**src/rtl/brkopt_pkg.sv**
```systemverilog
package brkopt_pkg;

  localparam int DATA_W       = 32;
  localparam int PIN_EN_BIT   = 0;
  localparam int CMP1_EN_BIT  = 1;
  localparam int CMP2_EN_BIT  = 2;
  localparam int CMP2_POL_BIT = 11;
  localparam int TRG_LSB      = 14;
  localparam int TRG_W        = 3;
  localparam int TRG_MSB      = TRG_LSB + TRG_W - 1;
  localparam int NUM_SRC      = 3;

  localparam logic [TRG_W-1:0] TRG_CODE_PIN  = 3'd0;
  localparam logic [TRG_W-1:0] TRG_CODE_CMP1 = 3'd1;
  localparam logic [TRG_W-1:0] TRG_CODE_CMP2 = 3'd2;

  typedef struct packed {
    logic [TRG_W-1:0] trg_sel;
    logic             cmp2_pol;
    logic             cmp2_en;
    logic             cmp1_en;
    logic             pin_en;
  } opt_fields_t;

  localparam opt_fields_t RESET_FIELDS = '{trg_sel: TRG_CODE_PIN, cmp2_pol: 1'b0,
                                           cmp2_en: 1'b0, cmp1_en: 1'b0, pin_en: 1'b1};

  localparam logic [DATA_W-1:0] FIELD_MASK =
      (DATA_W'(1) << PIN_EN_BIT) | (DATA_W'(1) << CMP1_EN_BIT) |
      (DATA_W'(1) << CMP2_EN_BIT) | (DATA_W'(1) << CMP2_POL_BIT) |
      (DATA_W'((1 << TRG_W) - 1) << TRG_LSB);

  function automatic logic [DATA_W-1:0] to_word(input opt_fields_t f);
    logic [DATA_W-1:0] w;
    w = '0;
    w[PIN_EN_BIT]        = f.pin_en;
    w[CMP1_EN_BIT]       = f.cmp1_en;
    w[CMP2_EN_BIT]       = f.cmp2_en;
    w[CMP2_POL_BIT]      = f.cmp2_pol;
    w[TRG_MSB:TRG_LSB]   = f.trg_sel;
    return w;
  endfunction

endpackage

```
**src/rtl/brkopt_reg.sv**
```systemverilog
module brkopt_reg
  import brkopt_pkg::*;
#(
  parameter int              ADDR_W = 8,
  parameter logic [ADDR_W-1:0] OFFSET = 8'h60,
  parameter int              LOCK_W = 2
) (
  input  logic                clk,
  input  logic                rst,
  input  logic                wr_en,
  input  logic [ADDR_W-1:0]   addr,
  input  logic [DATA_W-1:0]   wr_data,
  input  logic [LOCK_W-1:0]   lock_lvl,
  output opt_fields_t         fields,
  output logic [DATA_W-1:0]   rd_data
);

  logic        hit;
  logic        locked;
  opt_fields_t wr_fields;
  logic        unused_wr_bits;

  assign hit    = (addr == OFFSET);
  assign locked = |lock_lvl;

  always_comb begin
    wr_fields.pin_en   = wr_data[PIN_EN_BIT];
    wr_fields.cmp1_en  = wr_data[CMP1_EN_BIT];
    wr_fields.cmp2_en  = wr_data[CMP2_EN_BIT];
    wr_fields.cmp2_pol = wr_data[CMP2_POL_BIT];
    wr_fields.trg_sel  = wr_data[TRG_MSB:TRG_LSB];
  end

  // Reserved positions are not stored at all.
  assign unused_wr_bits = ^(wr_data & ~FIELD_MASK);

  always_ff @(posedge clk) begin
    if (rst) begin
      fields <= RESET_FIELDS;
    end else if (wr_en && hit && !locked) begin
      fields <= wr_fields;
    end
  end

  assign rd_data = hit ? to_word(fields) : '0;

endmodule

```
**src/rtl/brkopt_combine.sv**
```systemverilog
module brkopt_combine #(
  parameter int NSRC = 3
) (
  input  logic [NSRC-1:0] src_raw,
  input  logic [NSRC-1:0] src_en,
  input  logic [NSRC-1:0] src_inv,
  output logic            brk_out
);

  logic [NSRC-1:0] qualified;

  for (genvar i = 0; i < NSRC; i++) begin : g_src
    assign qualified[i] = (src_raw[i] ^ src_inv[i]) & src_en[i];
  end

  assign brk_out = |qualified;

endmodule

```
**src/rtl/brkopt_trgmux.sv**
```systemverilog
module brkopt_trgmux
  import brkopt_pkg::*;
(
  input  logic [TRG_W-1:0] sel,
  input  logic             legacy_in,
  input  logic             cmp1_in,
  input  logic             cmp2_in,
  output logic             trg_out
);

  always_comb begin
    case (sel)
      TRG_CODE_CMP1: trg_out = cmp1_in;
      TRG_CODE_CMP2: trg_out = cmp2_in;
      default:       trg_out = legacy_in;
    endcase
  end

endmodule

```
**src/rtl/brkopt_top.sv**
```systemverilog
module brkopt_top
  import brkopt_pkg::*;
#(
  parameter int              ADDR_W = 8,
  parameter logic [ADDR_W-1:0] OFFSET = 8'h60,
  parameter int              LOCK_W = 2
) (
  input  logic              clk,
  input  logic              rst,
  input  logic              wr_en,
  input  logic [ADDR_W-1:0] addr,
  input  logic [31:0]       wr_data,
  output logic [31:0]       rd_data,
  input  logic [LOCK_W-1:0] lock_lvl,
  input  logic              brk2_pin,
  input  logic              cmp1_out,
  input  logic              cmp2_out,
  input  logic              etr_pin,
  output logic              brk2_req,
  output logic              etr_out
);

  opt_fields_t         fields;
  logic [NUM_SRC-1:0]  src_raw;
  logic [NUM_SRC-1:0]  src_en;
  logic [NUM_SRC-1:0]  src_inv;

  brkopt_reg #(.ADDR_W(ADDR_W), .OFFSET(OFFSET), .LOCK_W(LOCK_W)) u_reg (
    .clk      (clk),
    .rst      (rst),
    .wr_en    (wr_en),
    .addr     (addr),
    .wr_data  (wr_data),
    .lock_lvl (lock_lvl),
    .fields   (fields),
    .rd_data  (rd_data)
  );

  assign src_raw = {cmp2_out, cmp1_out, brk2_pin};
  assign src_en  = {fields.cmp2_en, fields.cmp1_en, fields.pin_en};
  assign src_inv = {fields.cmp2_pol, 1'b0, 1'b0};

  brkopt_combine #(.NSRC(NUM_SRC)) u_combine (
    .src_raw (src_raw),
    .src_en  (src_en),
    .src_inv (src_inv),
    .brk_out (brk2_req)
  );

  brkopt_trgmux u_trgmux (
    .sel       (fields.trg_sel),
    .legacy_in (etr_pin),
    .cmp1_in   (cmp1_out),
    .cmp2_in   (cmp2_out),
    .trg_out   (etr_out)
  );

endmodule

```
**config.mk**
```make
export PLATFORM = sky130hd
export DESIGN_NAME = brkopt_top
export DESIGN_NICKNAME = d
export VERILOG_FILES = /design/src/rtl/brkopt_pkg.sv /design/src/rtl/brkopt_reg.sv /design/src/rtl/brkopt_combine.sv /design/src/rtl/brkopt_trgmux.sv /design/src/rtl/brkopt_top.sv
export SDC_FILE = /design/constraint.sdc
export NUM_CORES = 1
export LEC_CHECK = 0
export BUFFER_PORTS_ARGS = -buffer_cell sky130_fd_sc_hd__buf_2
export CAP_MARGIN = 5
export CORE_UTILIZATION = 33
export DETAILED_ROUTE_END_ITERATION = 16
export PLACE_DENSITY = 0.8
export SYNTH_ARGS = -nofsm -noshare
export SYNTH_HDL_FRONTEND = slang
export SYNTH_HIERARCHICAL = 1
export SYNTH_SLANG_ARGS = --single-unit
```
**constraint.sdc**
```tcl
create_clock -name clk -period 1.65 [get_ports clk]
set_input_delay 0.33 -clock clk [delete_from_list [all_inputs] [get_ports clk]]
set_output_delay 0.33 -clock clk [all_outputs]
set_load 0.01 [all_outputs]
```
Word level (Yosys, flattened, before mapping)
Index checks and enable logic that the tools add are counted.
{"block": "word_totals", "wordCells": 19, "output_inout_bits": 34, "reg_bits": 7, "inputBits": 49}
{"block": "op_classes", "n_mux": 2, "eq_ne": 3, "n_reduce_logical": 5, "bitwise_logic": 4}
{"cell": "2-to-1 mux 17 bit", "count": 1}
{"cell": "equality test 8 x 7 -> 1 bit (second input constant)", "count": 1}
{"cell": "AND 1 bit", "count": 3}
{"cell": "equality test 3 x 1 -> 1 bit (second input constant)", "count": 1}
{"cell": "equality test 3 x 2 -> 1 bit (second input constant)", "count": 1}
{"cell": "OR reduction 3 bit", "count": 1}
{"cell": "logical AND 1 bit", "count": 2}
{"cell": "one-hot mux 1 bit (2 select lines)", "count": 1}
{"cell": "OR reduction 2 bit", "count": 1}
{"cell": "logical NOT 1 bit", "count": 1}
{"cell": "bitwise XOR 1 bit", "count": 1}

Longest topological paths before layout
Gate-level depths: netlist (run 1).
{"block": "depth", "depth_word": 3, "ltp_mapped": 4, "ltp_nobuf": 3}

Cells and area by module
The synthesis (run 1) kept the hierarchy.
{"mod": "brkopt_reg", "seq_area_each_um2": 140.1, "cells_each": 67, "instances": 1, "area_per_inst_um2": 611.8}
{"mod": "brkopt_trgmux", "seq_area_each_um2": 0.0, "cells_each": 8, "instances": 1, "area_per_inst_um2": 43.8}
{"mod": "brkopt_combine", "seq_area_each_um2": 0.0, "cells_each": 5, "instances": 1, "area_per_inst_um2": 40.0}
{"mod": "brkopt_top", "seq_area_each_um2": 0.0, "cells_each": 1, "instances": 1, "area_per_inst_um2": 3.8}

Worst setup path after synthesis (run 1)
Ideal clock, no wire load.
{"block": "synth_path", "path_type": "in2reg", "from": "in addr[1]", "to": "reg, netlist name u_reg/fields[0]", "setup_ps": 72, "cell_stages": 4, "path_buffers": 1, "arrival_time_ps": 1199, "path_slack_ps": 379, "required_ps": 1578, "path_cell_list": "nor4b_4 and4_1 buf_6 mux2i_1"}
{"block": "synth_via", "elab_chain_len": 3}
{"element": "start: declaration", "line_no": "brkopt_top.sv:11", "rtl": "input logic [ADDR_W-1:0] addr,"}
{"element": "equality test 8 x 7 -> 1 bit", "line_no": "brkopt_reg.sv:23", "rtl": "assign hit = (addr == OFFSET);"}
{"element": "logical AND 1 bit (2 in series)", "line_no": "brkopt_reg.sv:40", "rtl": "end else if (wr_en && hit && !locked) begin"}
Every way passes these cells.
A chain may end at the register's enable or synchronous reset.

Worst setup path in the final report (run 1)
{"block": "layout_path", "from": "reg, netlist name u_reg/fields[3]", "to": "out brk2_req"}
{"block": "layout_via", "elab_chain_len": 3}
{"element": "bitwise XOR 1 bit", "line_no": "brkopt_combine.sv:13", "rtl": "assign qualified[i] = (src_raw[i] ^ src_inv[i]) & src_en[i];"}
{"element": "AND 1 bit", "line_no": "brkopt_combine.sv:13"}
{"element": "OR reduction 3 bit", "line_no": "brkopt_combine.sv:16", "rtl": "assign brk_out = |qualified;"}
{"element": "end: declaration", "line_no": "brkopt_top.sv:19", "rtl": "output logic brk2_req,"}
Every way passes these cells.

==> flow_summary.toml, run 1 <==
[power_and_ir_drop]
switching_share_pct = 27.56
p_leak_nw = 0.4425
p_int_w = 0.0003038
switching_power_w = 0.0001156
ir_drop_v = 0.0002319
clockPowerShare_pct = 36.1
p_per_area_nw_per_um2 = 498.8
p_comb_share_pct = 23.5
seq_power_share_pct = 40.4

[grt]
grt_pass1_vias = 375
antenna_found_initial = 0
grt_usage_pct = 9.356
gr-total-overflow = 0
grt_pass1_wl_um = 1407
grt_max_degree = 15

[placed_design]
gp_congestion = 0.6997
hpwl_um = 1008
portBuffers = 32
post_dp_cell_area_um2 = 792.0

[synthesis]
synth-xor-area-share_pct = 3.757
yosysSeqAreaShare_pct = 20.04
synthSimpleGateAreaFrac_pct = 30.59
synth_compound_area_share_pct = 4.472
ys_seq_elements = 7
yosysTopAreaCell = "buf_4"
syn_area_um2 = 699.4
synth-async-reset-ratio_pct = 0
syn_avg_cell_area_um2 = 8.635
syn_inst = 81
muxShareOfSynthArea_pct = 10.02
synth_edf_count = 0
synthTopCellsByCount = "buf_4, nand2b_1, and3_2, dfxtp_1, mux2i_1"
ys_types = 19
synth_flop_cell = "dfxtp_1"
netlist.area_leader.share_pct = 26.83
synth_top_family_by_area = "simple AND/OR/NAND/NOR gates"
post-synth-top-count-cell = "buf_4"
ys_warn_count = 6
synth_area_leaders = "buf_4, dfxtp_1, nand2b_1"
synthAdderAreaFrac_pct = 0

[floorplanning]
dieArea_um2 = 2307
rows = 16
start_util_pct = 35.29
coreArea_um2 = 1982
die_w_um = 48.04
boundaryPins = 83
chipHeight_um = 48.04

[detailed_routing]
drt-pass1-iter-count = 4
drc_errors = 0
wire_per_inst_um = 8.285
vias = 560
drt_wl_total_um = 1193
via_per_inst = 3.889
ant_nets = 0
drt_iter0_drc = 2

[setup_path]
r2r-end = "u_reg/fields[6]$_SDFFE_PP0P_"
cp_slowest_stage_delay_ns = 0.34
rr_worst_depth = 2
required_ns = 1.32
critical_path_class = "flip-flop to output port"
cp_slowest_cell = "dfxtp_2"
crit_chain = "xor2_2 -> a222oi_1 -> inv_1 -> buf_6"
crit_arrival_ns = 1.25
end_kind = "output port"
worstSetupStartpointType = "flip-flop"
ff2ff_setup_slack_ns = 1.00
reg2reg_from = "u_reg/fields[6]$_SDFFE_PP0P_"
critical_path_peak_fanout = 3

[min_path]
min_from = "wr_data[2]"
hold_path_class = "primary input to flip-flop"
min_to = "u_reg/fields[2]$_SDFFE_PP0P_"
hold_path_depth = 3

[final_layout]
areaGrowthSynthToFinish_pct = 20.21
top_register = "u_reg/fields"
num-nets-final = 167
multi_input_area_um2 = 450.4
reg.largest.list = "u_reg/fields: 7 flops"
num-fill-cells = 214
post-route-cell-area_um2 = 840.8
n_antenna_cell = 0
largest_reg_flops = 7
drive_above_1_share_pct = 41.88
utilization_pct = 42.42
regArea_um2 = 141.4

[clock_network]
cts-root-buf = "clkbuf_4"
clk_pin_slew_worst_paths_ns = 0.05
numCtsBuffers = 3
cts_buffer_depth = 2
cts_tree = "built"
clock_sinks = 7
cts_hold_buffers = 0
htree_levels = 1
clock_latency_ns = 0.25

[timing]
finClkSkew_ns = 0
rsz0062_at_grt = "yes"
fmaxAchievable_mhz = 634.8
report.final.slew_viol_count = 0
min_period_ns = 1.575
finalHoldViolations = 0
fin_hold_ws_ns = 0.3393
fin_tns_setup_ns = 0
finalSetupViolCount = 0
fin_crit_sh_pct = 95.48

[status]
status = "finished clean"

[run]
cap_violations = 0
[power by group through the flow]
| stage | logic (W) | clock network (W) | registers [W] |
|---|---|---|---|
| final | 0.0000984 | 0.000152 | 0.000169 |
| after global placement | 0.0000929 | 0 | 0.000173 |
| after global routing | 0.000113 | 0.000170 | 0.000169 |
| after floorplan | 0.0000983 | 0 | 0.000173 |
| after detailed placement | 0.0000940 | 0 | 0.000173 |
| after CTS | 0.0000943 | 0.000162 | 0.000169 |
[cells in the final DEF, fill, tap and decap left out, types with 2 or more instances in the layout]
master    netlist  layout
clkbuf_4        0       3
xor2_1          3       2
buf_2           0      31
and3_2          7       7
conb_1          2      27
mux2i_1         7       7
nand2b_1       12      12
nor4b_4         2       2
dfxtp_1         7       6
inv_1           2       2
nor2_1          5       5
buf_4          25       2
[layer usage]
metal / up-vias / share of wire, % / track usage (%)
li1: 288 / - / -
met1: 234 / 44 / 9.577
met2: 38 / 46 / 15.41
met3: 0 / 11 / 3.774
met4: 0 / 0 / 6.667
met5: - / 0 / 0
[worst max-delay path: cells and delay by family (launching register included)]
kind	cells	cell delay (ns)
DFF	1	0.34
AOI/OAI and AO/OA	1	0.30
buffers and inverters	2	0.22
xor gates and xnor gates	1	0.14
[area by class of cell]
type / count / share of cell area, %
clock buffer: 4 / 3.125
inverter: 2 / 0.8929
multi-input combinational: 70 / 53.57
sequential: 7 / 16.82
tap: 27 / 4.018
timing repair buffer: 34 / 21.58
[what timing repair did]
item	in CTS	in global routing
endpoints found under the setup margin	0	1
hold endpoints to repair	0	0
setup buffers	0	1
gates resized for setup	0	3
[worst max path at each step]
stage / startpoint / endpoint / slack, ns / depth (start not counted)
after global placement: addr[7] / rd_data[1] / 0.15 / 4
after CTS: u_reg/fields[3]$_SDFFE_PP0P_ / brk2_req / 0.005 / 4
final: u_reg/fields[3]$_SDFFE_PP0P_ / brk2_req / 0.07 / 4
after global routing: u_reg/fields[3]$_SDFFE_PP0P_ / brk2_req / -0.007 / 4
after floorplan: addr[1] / u_reg/fields[0]$_SDFFE_PP1P_ / 0.38 / 4
after detailed placement: addr[7] / u_reg/fields[4]$_SDFFE_PP0P_ / 0.11 / 5
[cells by family (layout without fill, tap and decap cells)]
kind of cell | Yosys count | count (layout)
AND/OR/NAND/NOR | 29 | 29
AO/OA/AOI/OAI | 4 | 4
multiplexers | 7 | 7
other | 2 | 27
buffers and inverters | 29 | 40
flip-flops | 7 | 7
XOR/XNOR | 3 | 3
[through the flow]
| stage | cells | worst slack [ns] | power, W |
|---|---|---|---|
| final | 144 | 0.07465 | 0.0004194 |
| after global routing | 144 | -0.007482 | 0.0004520 |
| after CTS | 143 | 0.004664 | 0.0004256 |
| after detailed placement | 139 | 0.1065 | 0.0002668 |
| after global placement | 139 | 0.1478 | 0.0002657 |
| after floorplan | 106 | 0.3793 | 0.0002712 |
Note: power is estimated with default switching activity, not from simulation.
==> inputs of run 2 (changes only) <==
BUFFER_PORTS_ARGS = default   (was -buffer_cell sky130_fd_sc_hd__buf_2)
CORE_UTILIZATION = 50   (was 33)
DONT_BUFFER_PORTS = 1   (was default)
PLACE_DENSITY = default   (was 0.8)
==> run 2 against run 1 <==
Via count fell by 20%. Clock power barely moved. Worst setup slack improved by 0.052 ns. Critical path depth fell by 1. Clock-buffer cell count did not move. Routed wire length fell by 17%.
==> flow_summary.toml, run 2 (synthesis gave the netlist of run 1 again) <==
[detailed_routing]
drt_iter0_drc = 1
wire_per_inst_um = 9.890
drc_errors = 0
via_per_inst = 4.500
drt_wl_total_um = 989
ant_nets = 0
vias = 450
drt-pass1-iter-count = 4

[clock_network]
htree_levels = 1
cts_buffer_depth = 2
clock_sinks = 7
cts_tree = "built"
numCtsBuffers = 3
cts-root-buf = "clkbuf_4"
clock_latency_ns = 0.25
cts_resized = 0
cts_hold_buffers = 0
cts_setup_buffers = 0
clk_pin_slew_worst_paths_ns = 0.05

[setup_path]
required_ns = 1.32
cp_slowest_stage_delay_ns = 0.34
crit_arrival_ns = 1.19
worstSetupStartpointType = "flip-flop"
crit_buf_inv = 1
cp_slowest_cell = "a222oi_1"
crit_chain = "xor2_1 -> a222oi_1 -> inv_1"
end_kind = "output port"
critPathTopFamily = "compound AO/OA/AOI/OAI gates"
critical_path_class = "flip-flop to output port"
critical_path_peak_fanout = 3

[placed_design]
portBuffers = 0
post_dp_cell_area_um2 = 624.3
gp_congestion = 0.6960
hpwl_um = 832.5

[grt]
grt_max_degree = 15
grt_pass1_vias = 344
antenna_found_initial = 0
gr-total-overflow = 0
grt_usage_pct = 13.33
grt_pass1_wl_um = 1380

[final_layout]
reg.largest.list = "u_reg/fields: 7 flops"
drive_above_1_share_pct = 17.65
layout_common_cells = "conb_1, nand2b_1, and3_2, mux2i_1, dfxtp_1"
areaGrowthSynthToFinish_pct = -6.977
n_antenna_cell = 0
post-route-cell-area_um2 = 650.6
top_register = "u_reg/fields"
num-nets-final = 135
final_common_cell = "conb_1"
largest_reg_flops = 7

[floorplanning]
chipHeight_um = 39.40
boundaryPins = 83
rows = 13
coreArea_um2 = 1301
dieArea_um2 = 1552
start_util_pct = 53.75
die_w_um = 39.40

[power_and_ir_drop]
seq_power_share_pct = 44.4
switching_share_pct = 26.24
p_comb_share_pct = 15.2
p_per_area_nw_per_um2 = 585.8
clockPowerShare_pct = 40.4
p_leak_nw = 0.3024
ir_drop_v = 0.0004720
switching_power_w = 0.0001000
p_int_w = 0.0002811

[timing]
finalHoldViolations = 0
min_period_ns = 1.524
finClkSkew_ns = 0
rsz0062_at_grt = "no"
fin_tns_setup_ns = 0
report.final.slew_viol_count = 0
fmaxAchievable_mhz = 656.3
fin_crit_sh_pct = 92.34
finalSetupViolCount = 0

[status]
status = "finished clean"

[run]
cap_violations = 0

[min_path]
hold_path_class = "primary input to flip-flop"
## run 2: changes by cell type in the layout (fill, tap and decap cells not counted), sizes merged
cell / delta
buf: -32
## run 2: stage by stage
step	worst slack (ns)	power (W)	utilization (%)	hold WS [ns]	cells
2_1_floorplan	0.3793	0.0002712	-	0.4564	106
3_3_place_gp	0.2441	0.0002296	47.98	0.4813	96
3_5_place_dp	0.2333	0.0002299	47.98	0.4837	96
4_1_cts	0.1100	0.0003878	50.00	0.2193	100
5_1_grt	0.07266	0.0004037	50.00	0.2323	100
6_report	0.1264	0.0003812	50.00	0.2259	100
## run 2: cell type report
class | count | area (um^2)
clock buffers | 4 | 26.28
flip-flops and latches | 7 | 140.1
multi-input cells | 70 | 442.9
repair buffers | 2 | 15.01
well taps | 15 | 18.77
inverters | 2 | 7.507
fillers | 134 | 650.6
## run 2: power groups by stage
stage                     Sequential [W]  Combinational (W)  Clock, W
after global routing            0.000169          0.0000665  0.000168
final                           0.000169          0.0000578  0.000154
after CTS                       0.000169          0.0000570  0.000162
after detailed placement        0.000173          0.0000570         0
after floorplan                 0.000173          0.0000983         0
after global placement          0.000173          0.0000568         0
## run 2: worst paths after layout
kind	startpoint	endpoint	slack, ns	cells after the start
max	u_reg/fields[3]$_SDFFE_PP0P_	brk2_req	0.13	3
min	wr_data[1]	u_reg/fields[1]$_SDFFE_PP0P_	0.23	2
max reg2reg	u_reg/fields[5]$_SDFFE_PP0P_	u_reg/fields[5]$_SDFFE_PP0P_	0.97	2
min reg2reg	u_reg/fields[1]$_SDFFE_PP0P_	u_reg/fields[1]$_SDFFE_PP0P_	0.49	2
## run 2: per-layer routing
metal	up-vias	GRT usage (%)	wire length [um]
li1	224	-	-
met1	190	15.07	382
met2	34	21.72	440
met3	2	3.977	145
met4	0	7.759	20
met5	-	0	0
